File: src/rtl/cfg_sel_pkg.sv
package cfg_sel_pkg;

    localparam int FB_W   = 10;
    localparam int NA_W   = 3;
    localparam int BYTE_W = 8;
    localparam int ADDR_W = 2;

    typedef struct packed {
        logic [FB_W-1:0] fb;
        logic [NA_W-1:0] na;
        logic            nb;
        logic            pre;
    } div_cfg_t;

    localparam int CFG_W = $bits(div_cfg_t);

    typedef enum logic [ADDR_W-1:0] {
        ADR_BANK_LO = 2'd0,
        ADR_BANK_HI = 2'd1,
        ADR_PIN_LO  = 2'd2,
        ADR_PIN_HI  = 2'd3
    } reg_addr_e;

    // Low byte view: feedback bits 7:0.
    function automatic logic [BYTE_W-1:0] cfg_lo_byte(div_cfg_t c);
        return c.fb[BYTE_W-1:0];
    endfunction

    // High byte view: {0, pre, nb, na, fb[9:8]}.
    function automatic logic [BYTE_W-1:0] cfg_hi_byte(div_cfg_t c);
        return {1'b0, c.pre, c.nb, c.na, c.fb[FB_W-1:BYTE_W]};
    endfunction

    function automatic div_cfg_t cfg_put_lo(div_cfg_t c, logic [BYTE_W-1:0] d);
        div_cfg_t r;
        r = c;
        r.fb[BYTE_W-1:0] = d;
        return r;
    endfunction

    function automatic div_cfg_t cfg_put_hi(div_cfg_t c, logic [BYTE_W-1:0] d);
        div_cfg_t r;
        r = c;
        r.fb[FB_W-1:BYTE_W] = d[1:0];
        r.na                = d[4:2];
        r.nb                = d[5];
        r.pre               = d[6];
        return r;
    endfunction

    // Only the loop-affecting fields call for a reload mark.
    function automatic logic cfg_needs_reload(div_cfg_t a, div_cfg_t b);
        return (a.fb != b.fb) || (a.pre != b.pre);
    endfunction

endpackage

File: src/rtl/cfg_pin_sync.sv
module cfg_pin_sync #(
    parameter int W      = 16,
    parameter int STAGES = 2
) (
    input  logic         clk,
    input  logic [W-1:0] d,
    output logic [W-1:0] q
);

    logic [W-1:0] stage_q [STAGES];

    generate
        for (genvar i = 0; i < STAGES; i++) begin : g_stage
            if (i == 0) begin : g_first
                always_ff @(posedge clk) stage_q[i] <= d;
            end else begin : g_next
                always_ff @(posedge clk) stage_q[i] <= stage_q[i-1];
            end
        end
    endgenerate

    assign q = stage_q[STAGES-1];

endmodule

File: src/rtl/cfg_reg_bank.sv
module cfg_reg_bank
    import cfg_sel_pkg::*;
#(
    parameter div_cfg_t DEF_CFG = '0
) (
    input  logic              clk,
    input  logic              rst,
    input  logic              wr_en,
    input  logic [ADDR_W-1:0] wr_addr,
    input  logic [BYTE_W-1:0] wr_data,
    input  logic [ADDR_W-1:0] rd_addr,
    input  div_cfg_t          pin_cfg,
    output div_cfg_t          bank_cfg,
    output logic [BYTE_W-1:0] rd_data
);

    div_cfg_t          bank_q;
    logic [BYTE_W-1:0] rd_q;

    always_ff @(posedge clk) begin
        if (rst) begin
            bank_q <= DEF_CFG;
        end else if (wr_en) begin
            case (reg_addr_e'(wr_addr))
                ADR_BANK_LO: bank_q <= cfg_put_lo(bank_q, wr_data);
                ADR_BANK_HI: bank_q <= cfg_put_hi(bank_q, wr_data);
                default:     bank_q <= bank_q;
            endcase
        end
    end

    always_ff @(posedge clk) begin
        if (rst) begin
            rd_q <= '0;
        end else begin
            case (reg_addr_e'(rd_addr))
                ADR_BANK_LO: rd_q <= cfg_lo_byte(bank_q);
                ADR_BANK_HI: rd_q <= cfg_hi_byte(bank_q);
                ADR_PIN_LO:  rd_q <= cfg_lo_byte(pin_cfg);
                default:     rd_q <= cfg_hi_byte(pin_cfg);
            endcase
        end
    end

    assign bank_cfg = bank_q;
    assign rd_data  = rd_q;

    // the bank holds the defaults when reset has just been released
    a_r9_bank_defaults: assert property (@(posedge clk) disable iff (rst)
        $fell(rst) |-> (bank_q == DEF_CFG));

    // writes to the pin-snapshot addresses leave the bank alone
    a_r5_pin_addr_write_ignored: assert property (@(posedge clk) disable iff (rst)
        (wr_en && wr_addr[1]) |=> $stable(bank_q));

    // the pin low byte read returns the synchronized pins
    a_r6_pin_lo_read: assert property (@(posedge clk) disable iff (rst)
        (rd_addr == ADR_PIN_LO) |=> (rd_data == $past(pin_cfg.fb[BYTE_W-1:0])));

endmodule

File: src/rtl/cfg_source_sel.sv
module cfg_source_sel
    import cfg_sel_pkg::*;
#(
    parameter int SYNC_STAGES = 2,
    parameter int DEF_FB      = 100,
    parameter int DEF_NA      = 1,
    parameter int DEF_NB      = 0,
    parameter int DEF_PRE     = 0
) (
    input  logic              clk,
    input  logic              rst,
    input  logic              serial_mode,
    input  logic [FB_W-1:0]   pin_fb,
    input  logic [NA_W-1:0]   pin_na,
    input  logic              pin_nb,
    input  logic              pin_pre,
    input  logic              wr_en,
    input  logic [ADDR_W-1:0] wr_addr,
    input  logic [BYTE_W-1:0] wr_data,
    input  logic [ADDR_W-1:0] rd_addr,
    output logic [BYTE_W-1:0] rd_data,
    output logic [FB_W-1:0]   act_fb,
    output logic [NA_W-1:0]   act_na,
    output logic              act_nb,
    output logic              act_pre,
    output logic              reload_pulse
);

    localparam div_cfg_t DEF_CFG = '{
        fb:  FB_W'(DEF_FB),
        na:  NA_W'(DEF_NA),
        nb:  1'(DEF_NB),
        pre: 1'(DEF_PRE)
    };
    localparam int SYNC_W = CFG_W + 1;

    div_cfg_t          pin_raw;
    div_cfg_t          pin_s;
    logic              mode_s;
    logic [SYNC_W-1:0] sync_out;
    div_cfg_t          bank_cfg;
    div_cfg_t          sel_cfg;
    div_cfg_t          act_q;
    logic              pulse_q;

    assign pin_raw = '{fb: pin_fb, na: pin_na, nb: pin_nb, pre: pin_pre};

    cfg_pin_sync #(
        .W      (SYNC_W),
        .STAGES (SYNC_STAGES)
    ) u_sync (
        .clk (clk),
        .d   ({serial_mode, pin_raw}),
        .q   (sync_out)
    );

    assign mode_s = sync_out[SYNC_W-1];
    assign pin_s  = div_cfg_t'(sync_out[CFG_W-1:0]);

    cfg_reg_bank #(
        .DEF_CFG (DEF_CFG)
    ) u_bank (
        .clk      (clk),
        .rst      (rst),
        .wr_en    (wr_en),
        .wr_addr  (wr_addr),
        .wr_data  (wr_data),
        .rd_addr  (rd_addr),
        .pin_cfg  (pin_s),
        .bank_cfg (bank_cfg),
        .rd_data  (rd_data)
    );

    always_comb sel_cfg = mode_s ? bank_cfg : pin_s;

    always_ff @(posedge clk) begin
        if (rst) begin
            act_q   <= DEF_CFG;
            pulse_q <= 1'b0;
        end else begin
            act_q   <= sel_cfg;
            pulse_q <= cfg_needs_reload(sel_cfg, act_q);
        end
    end

    assign act_fb       = act_q.fb;
    assign act_na       = act_q.na;
    assign act_nb       = act_q.nb;
    assign act_pre      = act_q.pre;
    assign reload_pulse = pulse_q;

    // defaults and a quiet pulse at the first cycle out of reset
    a_r1_release_state: assert property (@(posedge clk) disable iff (rst)
        $fell(rst) |-> (act_q == DEF_CFG && !pulse_q));

    // in pin mode the outputs follow the synchronizer one edge later
    a_r2_pin_follow: assert property (@(posedge clk) disable iff (rst)
        !mode_s |=> (act_q == $past(pin_s)));

    // in serial mode the outputs follow the bank one edge later
    a_r3_bank_follow: assert property (@(posedge clk) disable iff (rst)
        mode_s |=> (act_q == $past(bank_cfg)));

    // a pulse exactly when feedback or pre-divider moved
    a_r7_pulse_iff_change: assert property (@(posedge clk) disable iff (rst)
        pulse_q == ((act_q.fb != $past(act_q.fb)) || (act_q.pre != $past(act_q.pre))));

endmodule

File: config.mk
export PLATFORM = sky130hd
export DESIGN_NAME = cfg_source_sel
export DESIGN_NICKNAME = d
export VERILOG_FILES = /design/src/rtl/cfg_sel_pkg.sv /design/src/rtl/cfg_pin_sync.sv /design/src/rtl/cfg_reg_bank.sv /design/src/rtl/cfg_source_sel.sv
export SDC_FILE = /design/constraint.sdc
export NUM_CORES = 1
export LEC_CHECK = 0
export BUFFER_PORTS_ARGS = -buffer_cell sky130_fd_sc_hd__buf_2
export CORE_UTILIZATION = 45
export CTS_CLUSTER_DIAMETER = 120
export DETAILED_ROUTE_END_ITERATION = 8
export GPL_TIMING_DRIVEN = 0
export HOLD_SLACK_MARGIN = 0.06
export PLACE_DENSITY = 0.78
export SLEW_MARGIN = 20
export SYNTH_ARGS = -nofsm -noshare
export SYNTH_HDL_FRONTEND = slang
export SYNTH_SLANG_ARGS = --single-unit
File: constraint.sdc
create_clock -name clk -period 1.5 [get_ports clk]
set_input_delay 0.075 -clock clk [delete_from_list [all_inputs] [get_ports clk]]
set_output_delay 0.075 -clock clk [all_outputs]
set_load 0.1 [all_outputs]
==> parameters.txt <==
Parameter                              Value

Run status
  Result of the run    finished clean

Die
  Die Footprint    0.00537 mm²
  Die span in x    73.3 µm
  Effective utilization at floorplan    0.475
  # IOs    55
  Core Rows    25
  Total core area    0.00482 mm²
  Vertical die dimension    73.3 µm

Clock tree
  H-tree lvl count    3
  Clock root cell    sky130_fd_sc_hd__clkbuf_8
  Number of buffers created by CTS    9
  Clock network latency to the later pin of the worst-skew pair    0.34 ns
  Clock Pin Slew Worst Setup and Hold Paths    0.07 ns
  Worst-case clock buffer depth    2
  CTS Sinks    71
  CTS tree    done

Final layout
  Post-route cell area    0.00316 mm²
  P&R area growth vs syn    38.1%
  Layout cell share with drive strength beyond 1    0.372
  Area of combinational cells with multiple inputs    863 µm²
  Most common cell after layout, fill and taps aside    sky130_fd_sc_hd__dfxtp_1
  Fillers    401
  Most used cells in the layout excluding fill and tap cells    sky130_fd_sc_hd__dfxtp_1, sky130_fd_sc_hd__buf_2, sky130_fd_sc_hd__dlygate4sd3_1
  Footprint of the flip-flops and latches    0.00143 mm²
  Ant diodes    0
  Final Net Count    295

Route
  Routed wirelength normalized by instance count    13.2 µm
  Routed WL    4430 µm
  Number of design-rule violations left by the first detailed-router iteration    34
  Final ANT Viol Nets    0
  Via count normalized by instance count    4.53
  Number of detailed-routing iterations run before antenna repair    4
  Via count    1521
  Remaining DRCs    0

Synth
  Post-synth top area cell    sky130_fd_sc_hd__dfxtp_1
  Synthesized area divided by synthesized cell count    13.1 µm²
  Syn_nets    206
  Cells after Synth    175
  Post-synthesis instance area    0.00229 mm²
  Netlist cell types    20
  Share of the synthesized area in the top cell type    0.621
  Cells taking the most area after synthesis    sky130_fd_sc_hd__dfxtp_1, sky130_fd_sc_hd__mux2i_1, sky130_fd_sc_hd__mux4_2, sky130_fd_sc_hd__xnor2_1, sky130_fd_sc_hd__nor2_1
  Number of synthesis warnings    0
  Register area share after synthesis    0.621
  Post-synthesis register bit count    71

Setup path
  Kind of start point of the critical path    register
  Worst setup path class    register to register
  Worst endpoint data arrival time    1.64 ns
  Worst reg2reg path startpoint    u_sync.stage_q[0][31]
  Crit Reg-Reg Endpoint    reload_pulse
  Critical Path End Type    register
  Register-to-register path setup slack    0.07 ns
  FF-to-FF path depth    6
  Worst Path Max Fanout    8
  Crit path required time    1.70 ns

Timing
  Max frequency    698 MHz
  Total count of hold-check failures in the final report    0
  Worst slew margin relative to its limit    0.655
  Max Slew Vio Count    0
  Transition time at the pin with the least slew margin    0.518 ns
  Share of the clock period used by the worst path after layout    0.955
  Min Tclk post-route    1.43 ns
  Setup violation total in the final timing report    0
  Unrepaired setup endpoints after global routing    true
  Setup WS post-layout    0.0682 ns
  Max Clock Skew    0.00676 ns

Global routing
  Initial antenna violation count    0
  Wire length of the first global-routing pass    6840 µm
  Global routing met2 resource utilization    0.322
  Global Route Usage Sum    0.185
  Congestion Overflow GR    0
  Global-route met3 utilization    0.0905
  Layer with the highest usage after global routing    met2
  Met1 usage in global routing    0.190
  Number of global-route vias before repair    1478
  Pin count of the biggest net entering global routing    13

Min path
  Beginning of the worst hold path    rd_addr[0]
  Hold Path Class    primary input to register
  Hold path depth    2
  Min-Delay Endpoint    u_bank.rd_data[7]

Pwr
  Worst voltage drop across the vdd grid    0.744 mV
  Power per cell area    1300 mW/mm²
  Final Power    4.11 mW
  Standby leakage power    1.37 nW

Placement
  HPWL after detailed placement    2930 µm
  IO Port Bufs    51
  Final estimated routing congestion in global placement    0.723
  Setup Slack @ Placement    0.00491 ns
  Placement Cell Area    0.00264 mm²

Flow run
  Number of max-capacitance violations reported    0
worst max-delay path, cell delays in order (launching register included):
cell	delay, ns
sky130_fd_sc_hd__dfxtp_2	0.33
sky130_fd_sc_hd__buf_8	0.15
sky130_fd_sc_hd__buf_12	0.16
sky130_fd_sc_hd__mux2i_4	0.24
sky130_fd_sc_hd__xnor2_1	0.09
sky130_fd_sc_hd__nor3_2	0.21
sky130_fd_sc_hd__a31oi_1	0.12
synthesized netlist by cell type:
| cell | number |
|---|---|
| sky130_fd_sc_hd__dfxtp_1 | 71 |
| sky130_fd_sc_hd__mux2i_1 | 25 |
| sky130_fd_sc_hd__nor2_1 | 23 |
| sky130_fd_sc_hd__nor2b_1 | 11 |
| sky130_fd_sc_hd__xnor2_1 | 11 |
| sky130_fd_sc_hd__mux4_2 | 7 |
| sky130_fd_sc_hd__a211o_1 | 5 |
| sky130_fd_sc_hd__buf_2 | 4 |
| sky130_fd_sc_hd__clkbuf_1 | 4 |
| sky130_fd_sc_hd__nand2b_1 | 3 |
| sky130_fd_sc_hd__nor4_2 | 2 |
| sky130_fd_sc_hd__a31oi_1 | 1 |
| sky130_fd_sc_hd__buf_12 | 1 |
| sky130_fd_sc_hd__buf_6 | 1 |
| sky130_fd_sc_hd__inv_1 | 1 |
| sky130_fd_sc_hd__mux2i_2 | 1 |
| sky130_fd_sc_hd__nand3b_1 | 1 |
| sky130_fd_sc_hd__nor3_1 | 1 |
| sky130_fd_sc_hd__nor3_2 | 1 |
| sky130_fd_sc_hd__nor3b_1 | 1 |
what timing repair did:
action / 4_1_cts / 5_1_grt
pin swaps: 1 / 2
hold buffers: 24 / 0
endpoints found under the hold margin: 31 / 0
gates resized for setup: 1 / 12
endpoints found under the setup margin: 1 / 1
buffers inserted: 0 / 3
cells by family after synthesis:
kind of cell / Yosys count / synth area share
XOR/XNOR: 11 / 0.0421
flip-flops: 71 / 0.621
AO/OA/AOI/OAI: 6 / 0.0219
multiplexers: 33 / 0.184
buffers and inverters: 11 / 0.0306
AND/OR/NAND/NOR: 43 / 0.100
per-layer routing:
metal  routed length, µm  vias up
li1                    -      771
met1                1860      694
met2                2220       47
met3                 261        9
met4                  80        0
met5                   0        -
where the power goes:
part	switching, mW	internal, mW
Sequential	0.0478	1.99
Combinational	0.413	0.231
Clock	0.672	0.761
metrics by stage:
step,utilization,setup TNS [ns],hold slack [ns],std cells
after floorplan,-,0,0.103,175
after detailed placement,0.547,0,0.179,293
after global routing,0.656,-0.0193,0.114,336
after global placement,0.547,0,0.177,293
final,0.656,0,0.115,336
after CTS,0.637,0,0.0943,333
worst max-delay path by stage:
| stage | start | endpoint | slack (ns) | depth (start not counted) |
|---|---|---|---|---|
| after detailed placement | u_sync.stage_q[0][31] | reload_pulse | 0.005 | 6 |
| after global placement | u_sync.stage_q[0][31] | reload_pulse | 0.06 | 6 |
| after CTS | u_sync.stage_q[0][31] | reload_pulse | 0.002 | 6 |
| after global routing | u_sync.stage_q[0][31] | reload_pulse | -0.02 | 6 |
| after floorplan | act_pre | reload_pulse | 0.003 | 3 |
| final | u_sync.stage_q[0][31] | reload_pulse | 0.07 | 6 |
state kept, by name, indices dropped and copies added, names as in the netlist:
| register | cells |
|---|---|
| act_na | 3 |
| act_pre | 1 |
| u_sync.stage_q | 32 |
| u_bank.rd_data | 8 |
| reload_pulse | 1 |
| u_bank.bank_cfg | 15 |
| act_fb | 10 |
| act_nb | 1 |
final cells by class:
cell class,instances,share of cell area
Buffer,10,0.0222
Clock buffer,10,0.0404
Timing Repair Buffer,78,0.164
Sequential cell,71,0.453
Multi-Input combinational cell,93,0.273
Inverter,1,0.00119
Clock inverter,6,0.0194
Tap cell,67,0.0265
Note: power is estimated with default switching activity, not from simulation.
